[src/rtl/rtcb_pkg.sv]
package rtcb_pkg;

  localparam int RATE_W = 4;
  localparam int DIV_W  = 3;
  localparam int CFG_W  = RATE_W + DIV_W;
  localparam int PER_W  = (1 << RATE_W) - 2;

  typedef struct packed {
    logic [DIV_W-1:0]  div;
    logic [RATE_W-1:0] rate;
  } cfg_t;

  // Low bits of the periodic counter that must all be ones for a tick.
  function automatic logic [PER_W-1:0] rate_mask(input logic [RATE_W-1:0] code);
    if (code == '0) return '0;
    return (PER_W'(1) << (code - RATE_W'(1))) - PER_W'(1);
  endfunction

endpackage

[src/rtl/rtcb_cfg_reg.sv]
module rtcb_cfg_reg
  import rtcb_pkg::*;
(
  input  logic             clk,
  input  logic             rst,
  input  logic             we,
  input  logic [CFG_W-1:0] wdata,
  output cfg_t             cfg,
  output logic             hold
);

  always_ff @(posedge clk) begin
    if (rst) begin
      cfg  <= '0;
      hold <= 1'b0;
    end else if (we) begin
      cfg  <= cfg_t'(wdata);
      hold <= (wdata[CFG_W-1 -: 2] == 2'b11);
    end
  end

  assert_write_lands_R2: assert property (@(posedge clk) disable iff (rst)
    we |=> (cfg == $past(wdata)));

endmodule

[src/rtl/rtcb_sec_div.sv]
module rtcb_sec_div #(
  parameter int SEC_LOG2  = 15,
  parameter int UIP_TICKS = 73,
  parameter int UIP_LEAD  = 8
) (
  input  logic clk,
  input  logic rst,
  input  logic hold,
  input  logic ref_tick,
  output logic uip,
  output logic upd_strobe,
  output logic upd_done
);

  localparam int SEC  = 1 << SEC_LOG2;
  localparam int TAIL = UIP_TICKS - UIP_LEAD;
  localparam logic [SEC_LOG2-1:0] LAST_C  = SEC_LOG2'(SEC - 1);
  localparam logic [SEC_LOG2-1:0] RISE_C  = SEC_LOG2'(SEC - UIP_LEAD - 1);
  localparam logic [SEC_LOG2-1:0] FALL_C  = SEC_LOG2'(TAIL - 1);

  logic [SEC_LOG2-1:0] cnt;

  always_ff @(posedge clk) begin
    if (rst || hold) begin
      cnt        <= '0;
      uip        <= 1'b0;
      upd_strobe <= 1'b0;
      upd_done   <= 1'b0;
    end else begin
      upd_strobe <= 1'b0;
      upd_done   <= 1'b0;
      if (ref_tick) begin
        cnt <= cnt + SEC_LOG2'(1);
        if (cnt == LAST_C) upd_strobe <= 1'b1;
        if (cnt == RISE_C) begin
          uip <= 1'b1;
        end else if (uip && cnt == FALL_C) begin
          uip      <= 1'b0;
          upd_done <= 1'b1;
        end
      end
    end
  end

  assert_strobe_in_window_R4: assert property (@(posedge clk) disable iff (rst)
    upd_strobe |-> uip);

  assert_strobe_single_R3: assert property (@(posedge clk) disable iff (rst)
    upd_strobe |=> !upd_strobe);

  assert_done_on_fall_R5: assert property (@(posedge clk) disable iff (rst)
    upd_done |-> (!uip && $past(uip)));

  assert_hold_quiet_R8: assert property (@(posedge clk) disable iff (rst)
    $past(hold) |-> (!upd_strobe && !upd_done && !uip));

  assert_strobe_needs_ref_R10: assert property (@(posedge clk) disable iff (rst)
    upd_strobe |-> $past(ref_tick));

endmodule

[src/rtl/rtcb_periodic.sv]
module rtcb_periodic
  import rtcb_pkg::*;
(
  input  logic              clk,
  input  logic              rst,
  input  logic              hold,
  input  logic              ref_tick,
  input  logic [RATE_W-1:0] code,
  output logic              pi_tick
);

  logic [PER_W-1:0] pcnt;
  logic [PER_W-1:0] mask;
  logic             hit;

  assign mask = rate_mask(code);
  assign hit  = &(pcnt | ~mask);

  always_ff @(posedge clk) begin
    if (rst || hold || code == '0) begin
      pcnt    <= '0;
      pi_tick <= 1'b0;
    end else begin
      pi_tick <= 1'b0;
      if (ref_tick) begin
        pcnt    <= pcnt + PER_W'(1);
        pi_tick <= hit;
      end
    end
  end

  assert_idle_when_off_R6: assert property (@(posedge clk) disable iff (rst)
    $past(code == '0) |-> !pi_tick);

  assert_tick_needs_ref_R10: assert property (@(posedge clk) disable iff (rst)
    pi_tick |-> $past(ref_tick));

endmodule

[src/rtl/rtc_timebase.sv]
module rtc_timebase
  import rtcb_pkg::*;
#(
  parameter int SEC_LOG2  = 15,
  parameter int UIP_TICKS = 73,
  parameter int UIP_LEAD  = 8
) (
  input  logic       clk,
  input  logic       rst,
  input  logic       ref_tick,
  input  logic       cfg_we,
  input  logic [7:0] cfg_wdata,
  output logic [7:0] cfg_rdata,
  output logic       uip,
  output logic       upd_strobe,
  output logic       upd_done,
  output logic       pi_tick
);

  cfg_t cfg;
  logic hold;
  logic unused_ro_bit;

  // Bit 7 is a status bit: writes to it have no effect.
  assign unused_ro_bit = cfg_wdata[7];

  rtcb_cfg_reg u_cfg (
    .clk   (clk),
    .rst   (rst),
    .we    (cfg_we),
    .wdata (cfg_wdata[CFG_W-1:0]),
    .cfg   (cfg),
    .hold  (hold)
  );

  rtcb_sec_div #(
    .SEC_LOG2  (SEC_LOG2),
    .UIP_TICKS (UIP_TICKS),
    .UIP_LEAD  (UIP_LEAD)
  ) u_sec (
    .clk        (clk),
    .rst        (rst),
    .hold       (hold),
    .ref_tick   (ref_tick),
    .uip        (uip),
    .upd_strobe (upd_strobe),
    .upd_done   (upd_done)
  );

  rtcb_periodic u_per (
    .clk      (clk),
    .rst      (rst),
    .hold     (hold),
    .ref_tick (ref_tick),
    .code     (cfg.rate),
    .pi_tick  (pi_tick)
  );

  assign cfg_rdata = {uip, cfg};

endmodule

[config.mk]
export PLATFORM = sky130hd
export DESIGN_NAME = rtc_timebase
export DESIGN_NICKNAME = d
export VERILOG_FILES = /design/src/rtl/rtcb_pkg.sv /design/src/rtl/rtcb_cfg_reg.sv /design/src/rtl/rtcb_sec_div.sv /design/src/rtl/rtcb_periodic.sv /design/src/rtl/rtc_timebase.sv
export SDC_FILE = /design/constraint.sdc
export NUM_CORES = 1
export LEC_CHECK = 0
export BUFFER_PORTS_ARGS = -buffer_cell sky130_fd_sc_hd__buf_2
export CAP_MARGIN = 40
export CELL_PAD_IN_SITES_DETAIL_PLACEMENT = 1
export CELL_PAD_IN_SITES_GLOBAL_PLACEMENT = 1
export CORE_ASPECT_RATIO = 2
export CORE_MARGIN = 2
export CORE_UTILIZATION = 28
export DETAILED_ROUTE_END_ITERATION = 10
export PLACE_DENSITY = 0.56
export SYNTH_ARGS = -nofsm -noshare
export SYNTH_HDL_FRONTEND = slang
export SYNTH_SLANG_ARGS = --single-unit
[constraint.sdc]
create_clock -name clk -period 1.8 [get_ports clk]
set_input_delay 0.09 -clock clk [delete_from_list [all_inputs] [get_ports clk]]
set_output_delay 0.09 -clock clk [all_outputs]
set_load 0.02 [all_outputs]
After elaboration in Yosys (flattened, before gate mapping)

Index checks and enable logic that the tools add are counted.

Bits in registers: 41
Latch bits: 0
Bits in writable memories: 0
Bits in read-only memories: 0
Input bits: 12
Output and inout port bits: 12
Memories: 0

$add $sub $neg: 4
$mul: 0
Div/mod/pow operators: 0
Order comparisons: 0
Eq/ne operators: 4
Shift operators: 1
Multiplexer cells: 7
Bitwise logic cells: 3
Reductions and logical operators: 10

Operator list:

| kind                                                                 | number |
|---|---|
| 15-bit == test, second input constant                                | 2 |
| 14-bit two-way mux                                                   | 2 |
| 15-bit by 1-bit adder with 15-bit output, second input constant      | 1 |
| 15-bit by 7-bit == test with 1-bit output, second input constant     | 1 |
| 14-bit by 1-bit adder with 14-bit output, second input constant      | 1 |
| 14-bit NOT                                                           | 1 |
| 14-bit OR                                                            | 1 |
| 14-bit AND reduction                                                 | 1 |
| 1-bit by 4-bit << shifter with 14-bit output, first input constant   | 1 |
| 14-bit by 2-bit subtractor with 14-bit output, second input constant | 1 |
| 1-bit two-way mux                                                    | 5 |
| 4-bit logical NOT                                                    | 1 |
| 2-bit OR reduction                                                   | 2 |
| 4-bit by 1-bit subtractor with 4-bit output, second input constant   | 1 |
| 3-bit OR reduction                                                   | 1 |
| 2-bit == test, second input constant                                 | 1 |
| 1-bit logical OR                                                     | 2 |
| 2-bit AND reduction                                                  | 1 |
| 2-bit nonzero test                                                   | 1 |
| 1-bit logical AND                                                    | 1 |
| 1-bit NOT                                                            | 1 |

Logic depth before layout (Yosys ltp)

Depth in word-level cells: 7
Gate-level depth with buffers: 10
Depth with buffers taken out: 8

Modules after synthesis

A second synthesis with hierarchy kept.

Cell total of the unflattened synthesis: 242
Area, all modules: 2,119.5 sq um

Modules (own cells, without submodules):

| module        | times used | cells each | area an instance (sq um) |
|---|---|---|---|
| rtcb_periodic | 1          | 117        | 947.2 |
| rtcb_sec_div  | 1          | 97         | 873.3 |
| rtcb_cfg_reg  | 1          | 27         | 291.5 |
| rtc_timebase  | 1          | 1          | 7.5 |

Worst setup path before layout

OpenSTA, ideal clock, no wires.

Path type: reg-to-reg
Start: register, netlist name u_cfg.cfg[3]
End: register u_per.pi_tick
Arrival time: 1,908 ps
Setup slack: -196 ps
Stages on the path, launching flop included: 10
Path buffers: 2
Period minus slack after synthesis: 1,996 ps
Cells stage by stage: dfxtp_1 -> clkbuf_1 -> nor2_1 -> nand3b_1 -> ha_1 -> clkbuf_1 -> o21ai_0 -> nand3_1 -> a21oi_1 -> nor4_2

Longest elaborated chain between the ends: 7
Elaborated cells between the ends (all ways): 11
Those cells by class: 2 x add/sub; 1 x shift; 2 x mux; 2 x bitwise; 4 x reduce/logical

RTL lines:

| item                                          | line                | RTL |
|---|---|---|
| 4-bit by 1-bit subtractor with 4-bit output   | rtcb_pkg.sv:16      | `return (PER_W'(1) << (code - RATE_W'(1))) - PER_W'(1);` |
| 1-bit by 4-bit << shifter with 14-bit output  | rtcb_pkg.sv:16      |  |
| 14-bit by 2-bit subtractor with 14-bit output | rtcb_pkg.sv:16      |  |
| 14-bit two-way mux                            | rtcb_pkg.sv:16      |  |
| 14-bit NOT                                    | rtcb_periodic.sv:17 | `assign hit = &(pcnt \| ~mask);` |
| 14-bit OR                                     | rtcb_periodic.sv:17 |  |
| 14-bit AND reduction                          | rtcb_periodic.sv:17 |  |
| end signal, assigned                          | rtcb_periodic.sv:27 | `pi_tick <= hit;` |
| end, declared                                 | rtcb_periodic.sv:9  | `output logic pi_tick` |

Several ways; a longest one is shown, not always the timed one.
A chain may end at the register's enable or synchronous reset.

Final worst setup path

Start: register, netlist name u_cfg.cfg[0]
End: register u_per.pi_tick

Longest elaborated chain between the ends: 7
Elaborated cells between the ends (all ways): 11
Those cells by class: 2 x add/sub; 1 x shift; 2 x mux; 2 x bitwise; 4 x reduce/logical

RTL lines:

| item                                          | line |
|---|---|
| 4-bit by 1-bit subtractor with 4-bit output   | rtcb_pkg.sv:16 |
| 1-bit by 4-bit << shifter with 14-bit output  | rtcb_pkg.sv:16 |
| 14-bit by 2-bit subtractor with 14-bit output | rtcb_pkg.sv:16 |
| 14-bit two-way mux                            | rtcb_pkg.sv:16 |
| 14-bit NOT                                    | rtcb_periodic.sv:17 |
| 14-bit OR                                     | rtcb_periodic.sv:17 |
| 14-bit AND reduction                          | rtcb_periodic.sv:17 |

Several ways; a longest one is shown, not always the timed one.

==> flow_summary_export.csv <==
group,metric,value,unit
finish,n_fill_cell,879,
floorplan,pin_count,24,
floorplan,die_h,125,um
yosys,synth_cell_types,42,
sta,rsz0062_at_grt,"no",
yosys,synth-seq-area-share,40.1,%
clock_tree,cts.sinks,41,
global_route,antenna_found_initial,0,
global_route,grt_pass1_wl,8490,um
drt,first_pass_iters,4,
global_route,grt_overflow_total,0,
sta,period_needed,1.69,ns
yosys,netlist.area_leader.share,40.1,%
yosys,synth.net_count,262,
drt,wl,5040,um
floorplan,core,7160,um2
yosys,synth_area_leaders,"dfxtp_1 (40%), nor2_1 (8.4%), xor2_1 (6.4%)",
power_and_ir_drop,peakVddDrop,0.626,mV
drt,wl_per_cell,13.6,um
setup_path,cp_top_family,"simple AND/OR/NAND/NOR gates",
finish,diodes,0,
yosys,synth_top_cell_by_area,"dfxtp_1",
finish,seqCellArea,833,um2
yosys,ys_top_cells_by_count,"nor2_1 (46), dfxtp_1 (41), nand2_1 (16), xor2_1 (15), nand4_1 (12)",
finish,drive_gt1_share,22.1,%
setup_path,crit_type,"flop to flop",
placed_design,globalplace.congestion,0.769,
sta,max-slew-margin-rel,74.0,%
sta,setup_tns,0,ns
clock_tree,cts.path.max_buffers,2,
yosys,synth_most_common_cell,"nor2_1",
yosys,ys_ff_latch,41,
hold_path,whs_endpoint,"u_cfg.cfg[4]",
finish,fin_util,35.5,%
floorplan,rows,44,
setup_path,crit_chain,"nor2_4 -> nand3b_1 -> ha_4 -> or2_2 -> o21ai_1 -> a221oi_1 -> o22ai_1 -> nor4_2",
sta,slew_violations,0,
hold_path,hp-class,"input pin to flop",
yosys,ys_async_sr_fraction,0,%
yosys,ys.warnings.count,0,
drt,num_vias,1809,
floorplan,die_area,8040,um2
placed_design,io_buffers,22,
placed_design,dp_cells,363,
yosys,syn_inst,246,
finish,instances_no_fill,372,
setup_path,rr_worst_depth,8,
sta,period_share,94.0,%
yosys,synth_edf_count,0,
power_and_ir_drop,power.leakage,0.954,nW
drt,ant_nets,0,
clock_tree,root_buffer,"clkbuf_16",
yosys,syn_area,2040,um2
floorplan,fp.dieW,64.4,um
yosys,synth_flop_cell,"dfxtp_1",
clock_tree,tritoncts,"done",
yosys,synth_area_per_cell,8.31,um2
drt,drc,0,
hold_path,hold_depth,3,
global_route,grt_pass1_vias,1839,
setup_path,reg2reg_slack,0.11,ns
setup_path,rr_endpoint,"u_per.pi_tick",
setup_path,max_stage_delay,0.36,ns
global_route,grt_max_degree,19,
setup_path,cp.arrival,1.86,ns
sta,skew,0.00416,ns
sta,worst_slew_pin_slew,0.390,ns
status,status,"complete, no violations",
drt,drtIter0Drc,89,
setup_path,r2r-start,"u_cfg.cfg[0]",
setup_path,cp_slowest_cell,"dfxtp_4",
placed_design,hpwl,3760,um
power_and_ir_drop,power_density,818,nW/um2
sta,hold_viol,0,
global_route,grt_usage,13.5,%
sta,setup_violations,0,
finish,fin_nets,296,
clock_tree,clk_latency,0.28,ns
setup_path,worstSetupEndpointType,"flop",
sta,fmax,0.591,GHz
finish,final_area,2540,um2
hold_path,holdCritStartpoint,"cfg_wdata[4]",
finish,multi_input_area,1160,um2
drt,avgViaCountPerCell,4.86,
finish,areaGrowthSynthToFinish,24.3,%
job,drv_cap,0,
setup_path,critPathMaxFanout,7,
placed_design,place_area,2330,um2
setup_path,worstSetupStartpointType,"flop",
floorplan,start_util,28.6,%
setup_path,crit_buf_inv,0,
clock_tree,numCtsBuffers,5,
clock_tree,clkTransAtPathRegs,0.06,ns
clock_tree,cts_max_level,2,
setup_path,required,1.96,ns
==> final cells by class <==
class | count | share of cell area (%)
inverter | 10 | 1.48
clock buffer | 6 | 5.47
clock inverter | 1 | 0.295
tap | 92 | 4.53
timing repair buffer | 40 | 9.65
multi-input combinational | 182 | 45.8
sequential | 41 | 32.8
==> kinds of logic (layout without fill, tap and decap cells) <==
family          after synthesis  in the layout  share of synthesized area [%]
buf+inv                      23             57                           5.20
compound gates               29             29                           9.73
fa+ha+maj                     4              4                           2.45
mux                           9              9                           4.41
flops                        41             41                           40.1
xor+xnor                     26             26                           11.1
simple gates                114            114                           26.9
==> how the worst max path moves through the flow <==
stage	start	endpoint	cells after the start
3_3_place_gp	u_cfg.cfg[3]	u_per.pi_tick	8
5_1_grt	u_cfg.cfg[0]	u_per.pi_tick	7
2_1_floorplan	u_cfg.cfg[3]	u_per.pi_tick	9
3_5_place_dp	u_cfg.cfg[3]	u_per.pi_tick	8
4_1_cts	u_cfg.cfg[0]	u_per.pi_tick	8
6_report	u_cfg.cfg[0]	u_per.pi_tick	8
==> routing by layer <==
layer	vias up	track usage, %	part of all wire [%]
met2	12	21.8	50
met5	-	0	0
met1	879	17.0	46
li1	912	-	-
met3	6	2.98	2.1
met4	0	6.01	2.0
==> repair_timing <==
action                                  in CTS  in global routing
resized for setup                            0                 12
endpoints found under the setup margin       0                  2
buffers inserted                             0                  3
hold buffers                                 0                  0
==> state kept, by name (all words and copies together) (netlist names) <==
name and count:
u_cfg.cfg 7, u_sec.upd_done 1, u_sec.cnt 15, u_per.pi_tick 1, u_cfg.hold 1, u_per.pcnt 14, u_sec.upd_strobe 1, u_sec.uip 1
==> stage by stage <==
stage	hold WS, ns	power, mW	setup WS (ns)
2_1_floorplan	0.237	1.12	0.0332
3_3_place_gp	0.326	1.19	0.0922
3_5_place_dp	0.339	1.19	0.0374
4_1_cts	0.0441	2.10	0.0195
5_1_grt	0.0751	2.18	0.0128
6_report	0.0437	2.08	0.109
==> placed cells by master (no fill, tap or decap), types with 2 or more instances in the layout <==
| cell | instances |
|---|---|
| nor4_1 | 2 |
| nand3_1 | 10 |
| o21ai_0 | 7 |
| or2_2 | 2 |
| or3_1 | 2 |
| nand2b_1 | 4 |
| xor2_1 | 15 |
| nor2_4 | 2 |
| nor2_1 | 44 |
| ha_1 | 3 |
| mux2i_1 | 9 |
| a21oi_1 | 8 |
| clkbuf_16 | 5 |
| and3b_1 | 2 |
| dfxtp_1 | 37 |
| nand2_1 | 16 |
| nor3_1 | 9 |
| buf_2 | 22 |
| inv_1 | 10 |
| o22ai_1 | 2 |
| xnor2_1 | 11 |
| buf_4 | 18 |
| nand4_1 | 12 |
| dfxtp_4 | 3 |
==> tightest hold or removal path: stages <==
cell and delay, ns:
buf_2 0.08, mux2i_1 0.05, nor2_1 0.07
==> report_power, final <==
part,leakage (nW),internal [mW],switching (mW)
clock network,0.0690,0.543,0.349
registers,0.335,0.924,0.0204
logic,0.550,0.110,0.131
Note: power is estimated with default switching activity, not from simulation.
